File: config.mk
export PLATFORM = sky130hd
export DESIGN_NAME = hwseq_core
export DESIGN_NICKNAME = d
export VERILOG_FILES = /design/src/rtl/hwseq_pkg.sv /design/src/rtl/hwseq_timer.sv /design/src/rtl/hwseq_decode.sv /design/src/rtl/hwseq_ctrl.sv /design/src/rtl/hwseq_regs.sv /design/src/rtl/hwseq_core.sv
export SDC_FILE = /design/constraint.sdc
export NUM_CORES = 1
export LEC_CHECK = 0
export BUFFER_PORTS_ARGS = -buffer_cell sky130_fd_sc_hd__buf_2
export CELL_PAD_IN_SITES_DETAIL_PLACEMENT = 2
export CELL_PAD_IN_SITES_GLOBAL_PLACEMENT = 2
export CORE_MARGIN = 2
export CORE_UTILIZATION = 31
export CTS_CLUSTER_DIAMETER = 30
export CTS_CLUSTER_SIZE = 30
export DETAILED_ROUTE_END_ITERATION = 12
export PLACE_DENSITY = 0.87
export SLEW_MARGIN = 40
export SYNTH_ARGS = -nofsm -noshare
export SYNTH_HDL_FRONTEND = slang
export SYNTH_SLANG_ARGS = --single-unit
File: constraint.sdc
create_clock -name clk -period 2.3 [get_ports clk]
set_clock_uncertainty 0.1 [all_clocks]
set_input_delay 0.46 -clock clk [delete_from_list [all_inputs] [get_ports clk]]
set_output_delay 0.46 -clock clk [all_outputs]
set_load 0.01 [all_outputs]
File: src/rtl/hwseq_pkg.sv
package hwseq_pkg;

  localparam int WORD_W  = 16;
  localparam int ADDR_W  = 12;
  localparam int OPC_W   = 3;
  localparam int OPC_LSB = ADDR_W;
  localparam int IND_BIT = WORD_W - 1;
  localparam int OPC_N   = 1 << OPC_W;

  localparam int OP_ADD = 0;
  localparam int OP_ISZ = 1;
  localparam int OP_BSA = 2;
  localparam int OP_HLT = 7;

  typedef logic [WORD_W-1:0] word_t;
  typedef logic [ADDR_W-1:0] addr_t;
  typedef logic [OPC_W-1:0]  opc_t;

  typedef enum logic [1:0] {
    CYC_FETCH = 2'd0,
    CYC_IND   = 2'd1,
    CYC_EXEC  = 2'd2,
    CYC_INT   = 2'd3
  } cyc_e;

  typedef enum logic [1:0] {
    T1 = 2'd0,
    T2 = 2'd1,
    T3 = 2'd2,
    T4 = 2'd3
  } step_e;

  // one bit per register transfer or strobe of a step
  typedef struct packed {
    logic mar_pc;
    logic mar_ir;
    logic mar_save;
    logic mbr_mem;
    logic mbr_pc;
    logic mbr_inc;
    logic ir_all;
    logic ir_addr;
    logic pc_inc;
    logic pc_ir;
    logic pc_isr;
    logic acc_add;
    logic mem_rd;
    logic mem_wr;
    logic halt_set;
    logic ien_clr;
    logic last;
    cyc_e next;
  } ctrl_t;

  function automatic word_t word_add(word_t a, word_t b);
    return a + b;
  endfunction

  function automatic word_t word_inc(word_t a);
    return a + word_t'(1);
  endfunction

  function automatic addr_t addr_inc(addr_t a);
    return a + addr_t'(1);
  endfunction

  function automatic addr_t addr_of(word_t w);
    return w[ADDR_W-1:0];
  endfunction

  function automatic opc_t opc_of(word_t w);
    return w[OPC_LSB +: OPC_W];
  endfunction

  function automatic word_t widen_addr(addr_t a);
    return word_t'(a);
  endfunction

endpackage

File: src/rtl/hwseq_timer.sv
module hwseq_timer
  import hwseq_pkg::*;
(
  input  logic  clk,
  input  logic  rst_n,
  input  logic  adv,
  input  logic  last,
  output step_e step
);

  logic [1:0] step_nxt;

  assign step_nxt = step + 2'd1;

  always_ff @(posedge clk or negedge rst_n) begin
    if (!rst_n) begin
      step <= T1;
    end else if (adv) begin
      step <= last ? T1 : step_e'(step_nxt);
    end
  end

endmodule

File: src/rtl/hwseq_decode.sv
module hwseq_decode #(
  parameter int W = hwseq_pkg::OPC_W,
  localparam int N = 1 << W
) (
  input  logic [W-1:0] opc,
  output logic [N-1:0] oh
);

  for (genvar g = 0; g < N; g++) begin : g_line
    assign oh[g] = (opc == W'(g));
  end

endmodule

File: src/rtl/hwseq_ctrl.sv
module hwseq_ctrl
  import hwseq_pkg::*;
(
  input  cyc_e             cyc,
  input  step_e            step,
  input  logic [OPC_N-1:0] op_oh,
  input  word_t            mbr,
  input  logic             irq_pend,
  input  logic             halted,
  output ctrl_t            c
);

  logic is_add, is_isz, is_bsa, is_hlt, is_other, mbr_zero, mbr_ind;

  assign is_add   = op_oh[OP_ADD];
  assign is_isz   = op_oh[OP_ISZ];
  assign is_bsa   = op_oh[OP_BSA];
  assign is_hlt   = op_oh[OP_HLT];
  assign is_other = (|op_oh) & ~(is_add | is_isz | is_bsa | is_hlt);
  assign mbr_zero = (mbr == '0);
  assign mbr_ind  = mbr[IND_BIT];

  always_comb begin
    c      = '0;
    c.next = cyc;
    if (!halted) begin
      case (cyc)
        CYC_FETCH: begin
          case (step)
            T1: c.mar_pc = 1'b1;
            T2: begin
              c.mem_rd  = 1'b1;
              c.mbr_mem = 1'b1;
              c.pc_inc  = 1'b1;
            end
            T3: begin
              c.ir_all = 1'b1;
              c.last   = 1'b1;
              c.next   = mbr_ind ? CYC_IND : CYC_EXEC;
            end
            default: ;
          endcase
        end
        CYC_IND: begin
          case (step)
            T1: c.mar_ir = 1'b1;
            T2: begin
              c.mem_rd  = 1'b1;
              c.mbr_mem = 1'b1;
            end
            T3: begin
              c.ir_addr = 1'b1;
              c.last    = 1'b1;
              c.next    = CYC_EXEC;
            end
            default: ;
          endcase
        end
        CYC_EXEC: begin
          if (is_add || is_isz) begin
            case (step)
              T1: c.mar_ir = 1'b1;
              T2: begin
                c.mem_rd  = 1'b1;
                c.mbr_mem = 1'b1;
              end
              default: ;
            endcase
          end
          if (is_add && step == T3) begin
            c.acc_add = 1'b1;
            c.last    = 1'b1;
          end
          if (is_isz && step == T3) c.mbr_inc = 1'b1;
          if (is_isz && step == T4) begin
            c.mem_wr = 1'b1;
            c.pc_inc = mbr_zero;
            c.last   = 1'b1;
          end
          if (is_bsa) begin
            case (step)
              T1: begin
                c.mar_ir = 1'b1;
                c.mbr_pc = 1'b1;
              end
              T2: begin
                c.pc_ir  = 1'b1;
                c.mem_wr = 1'b1;
              end
              T3: begin
                c.pc_inc = 1'b1;
                c.last   = 1'b1;
              end
              default: ;
            endcase
          end
          if (is_hlt && step == T1) c.halt_set = 1'b1;
          if (is_other && step == T1) c.last = 1'b1;
          if (c.last) c.next = irq_pend ? CYC_INT : CYC_FETCH;
        end
        CYC_INT: begin
          case (step)
            T1: begin
              c.mbr_pc  = 1'b1;
              c.ien_clr = 1'b1;
            end
            T2: begin
              c.mar_save = 1'b1;
              c.pc_isr   = 1'b1;
            end
            T3: begin
              c.mem_wr = 1'b1;
              c.last   = 1'b1;
              c.next   = CYC_FETCH;
            end
            default: ;
          endcase
        end
        default: ;
      endcase
    end
  end

endmodule

File: src/rtl/hwseq_regs.sv
module hwseq_regs
  import hwseq_pkg::*;
#(
  parameter addr_t SAVE_ADDR = 12'h000,
  parameter addr_t ISR_ADDR  = 12'h001
) (
  input  logic  clk,
  input  logic  rst_n,
  input  ctrl_t c,
  input  word_t mem_rdata,
  output addr_t mar,
  output word_t mbr,
  output addr_t pc,
  output opc_t  op_field,
  output word_t acc
);

  word_t ir;

  assign op_field = opc_of(ir);

  always_ff @(posedge clk or negedge rst_n) begin
    if (!rst_n) begin
      mar <= '0;
      mbr <= '0;
      pc  <= '0;
      ir  <= '0;
      acc <= '0;
    end else begin
      if (c.mar_pc)        mar <= pc;
      else if (c.mar_ir)   mar <= addr_of(ir);
      else if (c.mar_save) mar <= SAVE_ADDR;

      if (c.mbr_mem)      mbr <= mem_rdata;
      else if (c.mbr_pc)  mbr <= widen_addr(pc);
      else if (c.mbr_inc) mbr <= word_inc(mbr);

      if (c.pc_isr)      pc <= ISR_ADDR;
      else if (c.pc_ir)  pc <= addr_of(ir);
      else if (c.pc_inc) pc <= addr_inc(pc);

      if (c.ir_all)       ir <= mbr;
      else if (c.ir_addr) ir[ADDR_W-1:0] <= addr_of(mbr);

      if (c.acc_add) acc <= word_add(acc, mbr);
    end
  end

endmodule

File: src/rtl/hwseq_core.sv
module hwseq_core
  import hwseq_pkg::*;
#(
  parameter addr_t SAVE_ADDR = 12'h000,
  parameter addr_t ISR_ADDR  = 12'h001
) (
  input  logic              clk,
  input  logic              rst_n,
  input  logic              irq_req,
  output logic [ADDR_W-1:0] mem_addr,
  output logic [WORD_W-1:0] mem_wdata,
  input  logic [WORD_W-1:0] mem_rdata,
  output logic              mem_rd,
  output logic              mem_wr,
  output logic              halted,
  output logic [WORD_W-1:0] acc_out,
  output logic [ADDR_W-1:0] pc_out
);

  cyc_e             cyc_q;
  step_e            step;
  ctrl_t            c;
  logic             ien_q;
  logic             halted_q;
  opc_t             op_field;
  logic [OPC_N-1:0] op_oh;
  word_t            mbr;
  addr_t            mar;
  addr_t            pc;
  word_t            acc;

  // named internal events for the checker
  logic       ev_mar_load, ev_mem_capture, ev_ir_load;
  logic [1:0] cyc_bits, step_bits;

  assign ev_mar_load    = c.mar_pc | c.mar_ir | c.mar_save;
  assign ev_mem_capture = c.mbr_mem;
  assign ev_ir_load     = c.ir_all | c.ir_addr;
  assign cyc_bits       = cyc_q;
  assign step_bits      = step;

  hwseq_timer u_timer (
    .clk  (clk),
    .rst_n(rst_n),
    .adv  (!halted_q),
    .last (c.last),
    .step (step)
  );

  hwseq_decode #(.W(OPC_W)) u_dec (
    .opc(op_field),
    .oh (op_oh)
  );

  hwseq_ctrl u_ctrl (
    .cyc     (cyc_q),
    .step    (step),
    .op_oh   (op_oh),
    .mbr     (mbr),
    .irq_pend(irq_req & ien_q),
    .halted  (halted_q),
    .c       (c)
  );

  hwseq_regs #(.SAVE_ADDR(SAVE_ADDR), .ISR_ADDR(ISR_ADDR)) u_regs (
    .clk      (clk),
    .rst_n    (rst_n),
    .c        (c),
    .mem_rdata(mem_rdata),
    .mar      (mar),
    .mbr      (mbr),
    .pc       (pc),
    .op_field (op_field),
    .acc      (acc)
  );

  always_ff @(posedge clk or negedge rst_n) begin
    if (!rst_n) begin
      cyc_q    <= CYC_FETCH;
      ien_q    <= 1'b1;
      halted_q <= 1'b0;
    end else begin
      if (c.last)     cyc_q    <= c.next;
      if (c.ien_clr)  ien_q    <= 1'b0;
      if (c.halt_set) halted_q <= 1'b1;
    end
  end

  assign mem_addr  = mar;
  assign mem_wdata = mbr;
  assign mem_rd    = c.mem_rd;
  assign mem_wr    = c.mem_wr;
  assign halted    = halted_q;
  assign acc_out   = acc;
  assign pc_out    = pc;

endmodule

==> impl_summary.md <==
Status
The run finished, with violations left. The final reports fail on negative hold slack, negative setup slack.

Final layout
Summing all non-filler instances in the final layout gives an area of 0.00660 mm2. Of the cells placed in the final design, the portion with a size suffix greater than 1 is 0.412. For this run, the post-layout net count is approximately 710. Excluding fillers, the count of instances in the completed layout stands at 855. 0 antenna diodes ended up in the layout. The area growth from synthesis to layout is 39.7%.

STA
The final count of pins violating max slew is 0. Setup repair after global routing could not meet its margin everywhere. For this run, the top clock speed supported by timing is 400 MHz. The final worst-path cycle share is 1.09. Across all hold checks on the routed design, the worst slack comes to -10.0 ps. The minimum clock period after layout is 2500 ps. Setup violations remaining at the end of the flow were counted as 17.

The measured slew at the worst slew-check pin is between 500 and 600 ps. Once routing completed, OpenROAD measured the worst setup slack at -200 ps. The worst pin sits at a relative slew slack of 0.635. The number of failing hold endpoints at the final stage came to 12.

Route
The uppermost metal layer occupied by signal nets is met4. The number of vias per cell is roughly 5.6. The length of routed met3 wiring is 905 um. The via count of the routed design is 4825.

The count of routing violations after the opening detailed-route iteration is 258. After detailed routing, the average wire length per cell comes to 25.2 um. After detailed routing, the number of remaining DRC violations is 0.

Wire segments on met2 add up to 11.0 mm in the final route. The count of nets left with antenna violations once routing finished came out at 0. The sum of routed wire segments on met1 is 8.94 mm. Wires add up to 21.5 mm. For this run, the detailed router's first-pass iteration total came to 4.

Synth
sky130_fd_sc_hd__dfrtp_1 takes more of the synthesized area than any other cell. The number of nets handed over by synthesis was 568. Yosys printed 0 warnings. The cell count after synthesis is 521. Yosys mapped the design onto 57 distinct sky130hd cell types. The area fraction of the dominant cell type after synthesis is 0.402.

The number of synthesized flops with an enable pin is 0. Of all flip-flops after synthesis, the portion carrying an async set or reset was 1.00. The most frequent cell after synthesis is sky130_fd_sc_hd__dfrtp_1. The synthesized netlist occupies a cell area of 0.00473 mm2.

The share of the Yosys chip area taken by registers is 0.408. After synthesis, the most frequently instantiated cells are sky130_fd_sc_hd__dfrtp_1, sky130_fd_sc_hd__nand2_1, sky130_fd_sc_hd__nor2_1. The most frequently used flop master after synthesis is sky130_fd_sc_hd__dfrtp_1. After synthesis, the cell types taking the most area are sky130_fd_sc_hd__dfrtp_1, sky130_fd_sc_hd__ha_1, sky130_fd_sc_hd__xor2_1. The average size of a mapped cell is 9.07 um2. The register bit count reported by yosys is 77.

Clock tree
The clock latency of the later-clocked register in the worst-skew pair is 360 ps. The number of CTS-inserted buffers is 9. The root buffer cell chosen for the clock tree is sky130_fd_sc_hd__clkbuf_16. The clock transition at the registers of the reported paths is 60 ps. The H-tree generated during clock tree synthesis spans 3 levels. TritonCTS built the clock tree. In this run the deepest clock path goes through 2 buffers.

The number of clock sinks seen by CTS is 77. The count of hold buffers inserted by post-cts repair is 0.

Placed design
The final RePlAce weighted congestion is 0.911. After detailed placement, the design holds a cell count of 815. The HPWL after detailed placement is roughly 14 mm.

The count of input and output buffers is 77. After detailed placement, the total cell area comes to 0.00572 mm2.

Floorplanning
Row generation in the floorplan step produced 45 rows. Measured along the x axis, the die boundary spans 127 um. The initial standard-cell utilization of the core is 0.314. The floorplan step set the die height to 127 um. The total core area is 0.0150 mm2. The floorplan step defined a die boundary enclosing 0.0163 mm2.

78 I/O pins were placed.

Setup path
Data on the critical path arrives at its endpoint at 2620 ps. The worst setup path is launched from a flop. The cell type of the slowest stage on the worst timing path is sky130_fd_sc_hd__dfrtp_1. The number of buffers and inverters on the critical path is 1.

The worst setup path is captured at a flop. The critical path is of the flop to flop type. The required time at the worst-slack endpoint is 2420 ps. Among cell families on the critical path, the largest total delay comes from compound AO/OA/AOI/OAI gates. Walking the worst path, the cells encountered are ha_4 > inv_2 > fa_2 > nor2b_2 > o21ai_2 > a21oi_2 > o211ai_1 > o311ai_2 > xnor2_1 > o21ai_1. Along the worst path, the maximum fanout reaches 3.

The worst stage delay on the critical path is 410 ps.

GRT
The largest net degree at the start of global routing is 41. The global-route wire length before repair is 30.1 mm. The total overflow left after global routing is 0. The number of antenna violations at the first check in global routing is 0. The global-route total usage across every layer is 0.240. The number of global-route vias before repair is 5247.

Flow run
The number of maximum-capacitance violations is 0.

Pwr
In this run the static leakage power is between 3 and 4 nW. The power density relative to cell area is 1590 mW/mm2. The maximum vdd drop is between 0.7 and 0.8 mV. Summing internal, switching and leakage power gives 10.5 mW.

Worst hold path
The worst hold path belongs to the class input pin to asynchronous set/reset pin.
-- path summary, 6_finish.rpt --
| check | end | from | slack, ps | depth (start not counted) |
|---|---|---|---|---|
| min in group clk | u_regs.mbr[9]$_DFFE_PN0P_ | mem_rdata[9] | 240 | 3 |
| worst max-delay path | u_regs.acc[12]$_DFFE_PN0P_ | u_regs.acc[0]$_DFFE_PN0P_ | -200 | 10 |
| worst min register to register | u_regs.acc[15]$_DFFE_PN0P_ | u_regs.acc[15]$_DFFE_PN0P_ | 390 | 1 |
| worst min-delay path | u_regs.acc[3]$_DFFE_PN0P_ | rst_n | -10 | 1 |
| max in group asynchronous | ien_q$_DFFE_PN1P_ | rst_n | 1420 | 2 |
| worst max register to register | u_regs.acc[12]$_DFFE_PN0P_ | u_regs.acc[0]$_DFFE_PN0P_ | -200 | 10 |
-- cells in the final DEF, fill, tap and decap left out, drive strengths merged, types with 4 or more instances in the layout --
cell / synthesis / routed
buf: 10 / 153
dfrtp: 76 / 76
nand2: 63 / 63
o21ai: 48 / 48
nor2: 36 / 36
a21oi: 32 / 32
xor2: 28 / 28
ha: 27 / 27
nand3: 26 / 26
mux2: 16 / 16
a31oi: 15 / 15
inv: 15 / 15
and3: 14 / 14
xnor2: 12 / 12
clkbuf: 13 / 12
nand4: 11 / 11
nor3: 11 / 11
a211oi: 7 / 7
nor2b: 5 / 5
o31ai: 5 / 5
nand2b: 4 / 4
mux2i: 4 / 4
a21o: 4 / 4
-- stage by stage --
step	utilization	setup slack, ps	TNS [ps]
3_5_place_dp	0.381	-207	-2310
3_3_place_gp	0.380	-1.82	-2.82
6_report	0.439	-200	-1500
4_1_cts	0.414	-89.0	-582
2_1_floorplan	-	-18.9	-28.7
5_1_grt	0.439	-286	-3640
-- layout make-up --
cell class              instances  area [um2]
fillers                      1591        8430
multi-input cells             406        3060
flip-flops and latches         77        1940
repair buffers                153        1030
clock buffers                  12         236
well taps                     188         235
inverters                      15        58.8
clock inverters                 4        50.0
-- report_power, final --
group / leakage [nW] / switching (mW) / internal, mW
Combinational: 1.98 / 3.57 / 2.73
Sequential: 0.971 / 0.782 / 1.95
Clock: 0.133 / 0.596 / 0.840
Total: 3.09 / 4.95 / 5.52
-- routing by layer --
| metal | global-route usage | up-vias |
|---|---|---|
| met5 | 0 | - |
| met4 | 0.0627 | 0 |
| met3 | 0.0461 | 49 |
| met2 | 0.415 | 149 |
| met1 | 0.308 | 2496 |
| li1 | - | 2131 |
-- flip-flops by register name, summed over array words and instances (netlist names), 2 cells and up --
name / count
u_regs.ir: 15
u_timer.step: 2
u_regs.acc: 16
u_regs.mbr: 16
cyc_bits: 2
u_regs.mar: 12
u_regs.pc: 12
-- kinds of logic after synthesis --
group | Yosys count | synth area share
and+or+nand+nor | 189 | 0.198
AOI/OAI and AO/OA | 129 | 0.166
DFF | 77 | 0.408
xor gates and xnor gates | 40 | 0.0741
buffers and inverters | 38 | 0.0320
adders and majority gates | 28 | 0.0757
muxes | 20 | 0.0466
-- timing repair --
| item | CTS | global route |
|---|---|---|
| gates resized for setup | 33 | 72 |
| buffers inserted | 13 | 11 |
| endpoints found under the setup margin | 27 | 49 |
| pin swaps | 19 | 27 |
Note: power is estimated with default switching activity, not from simulation.
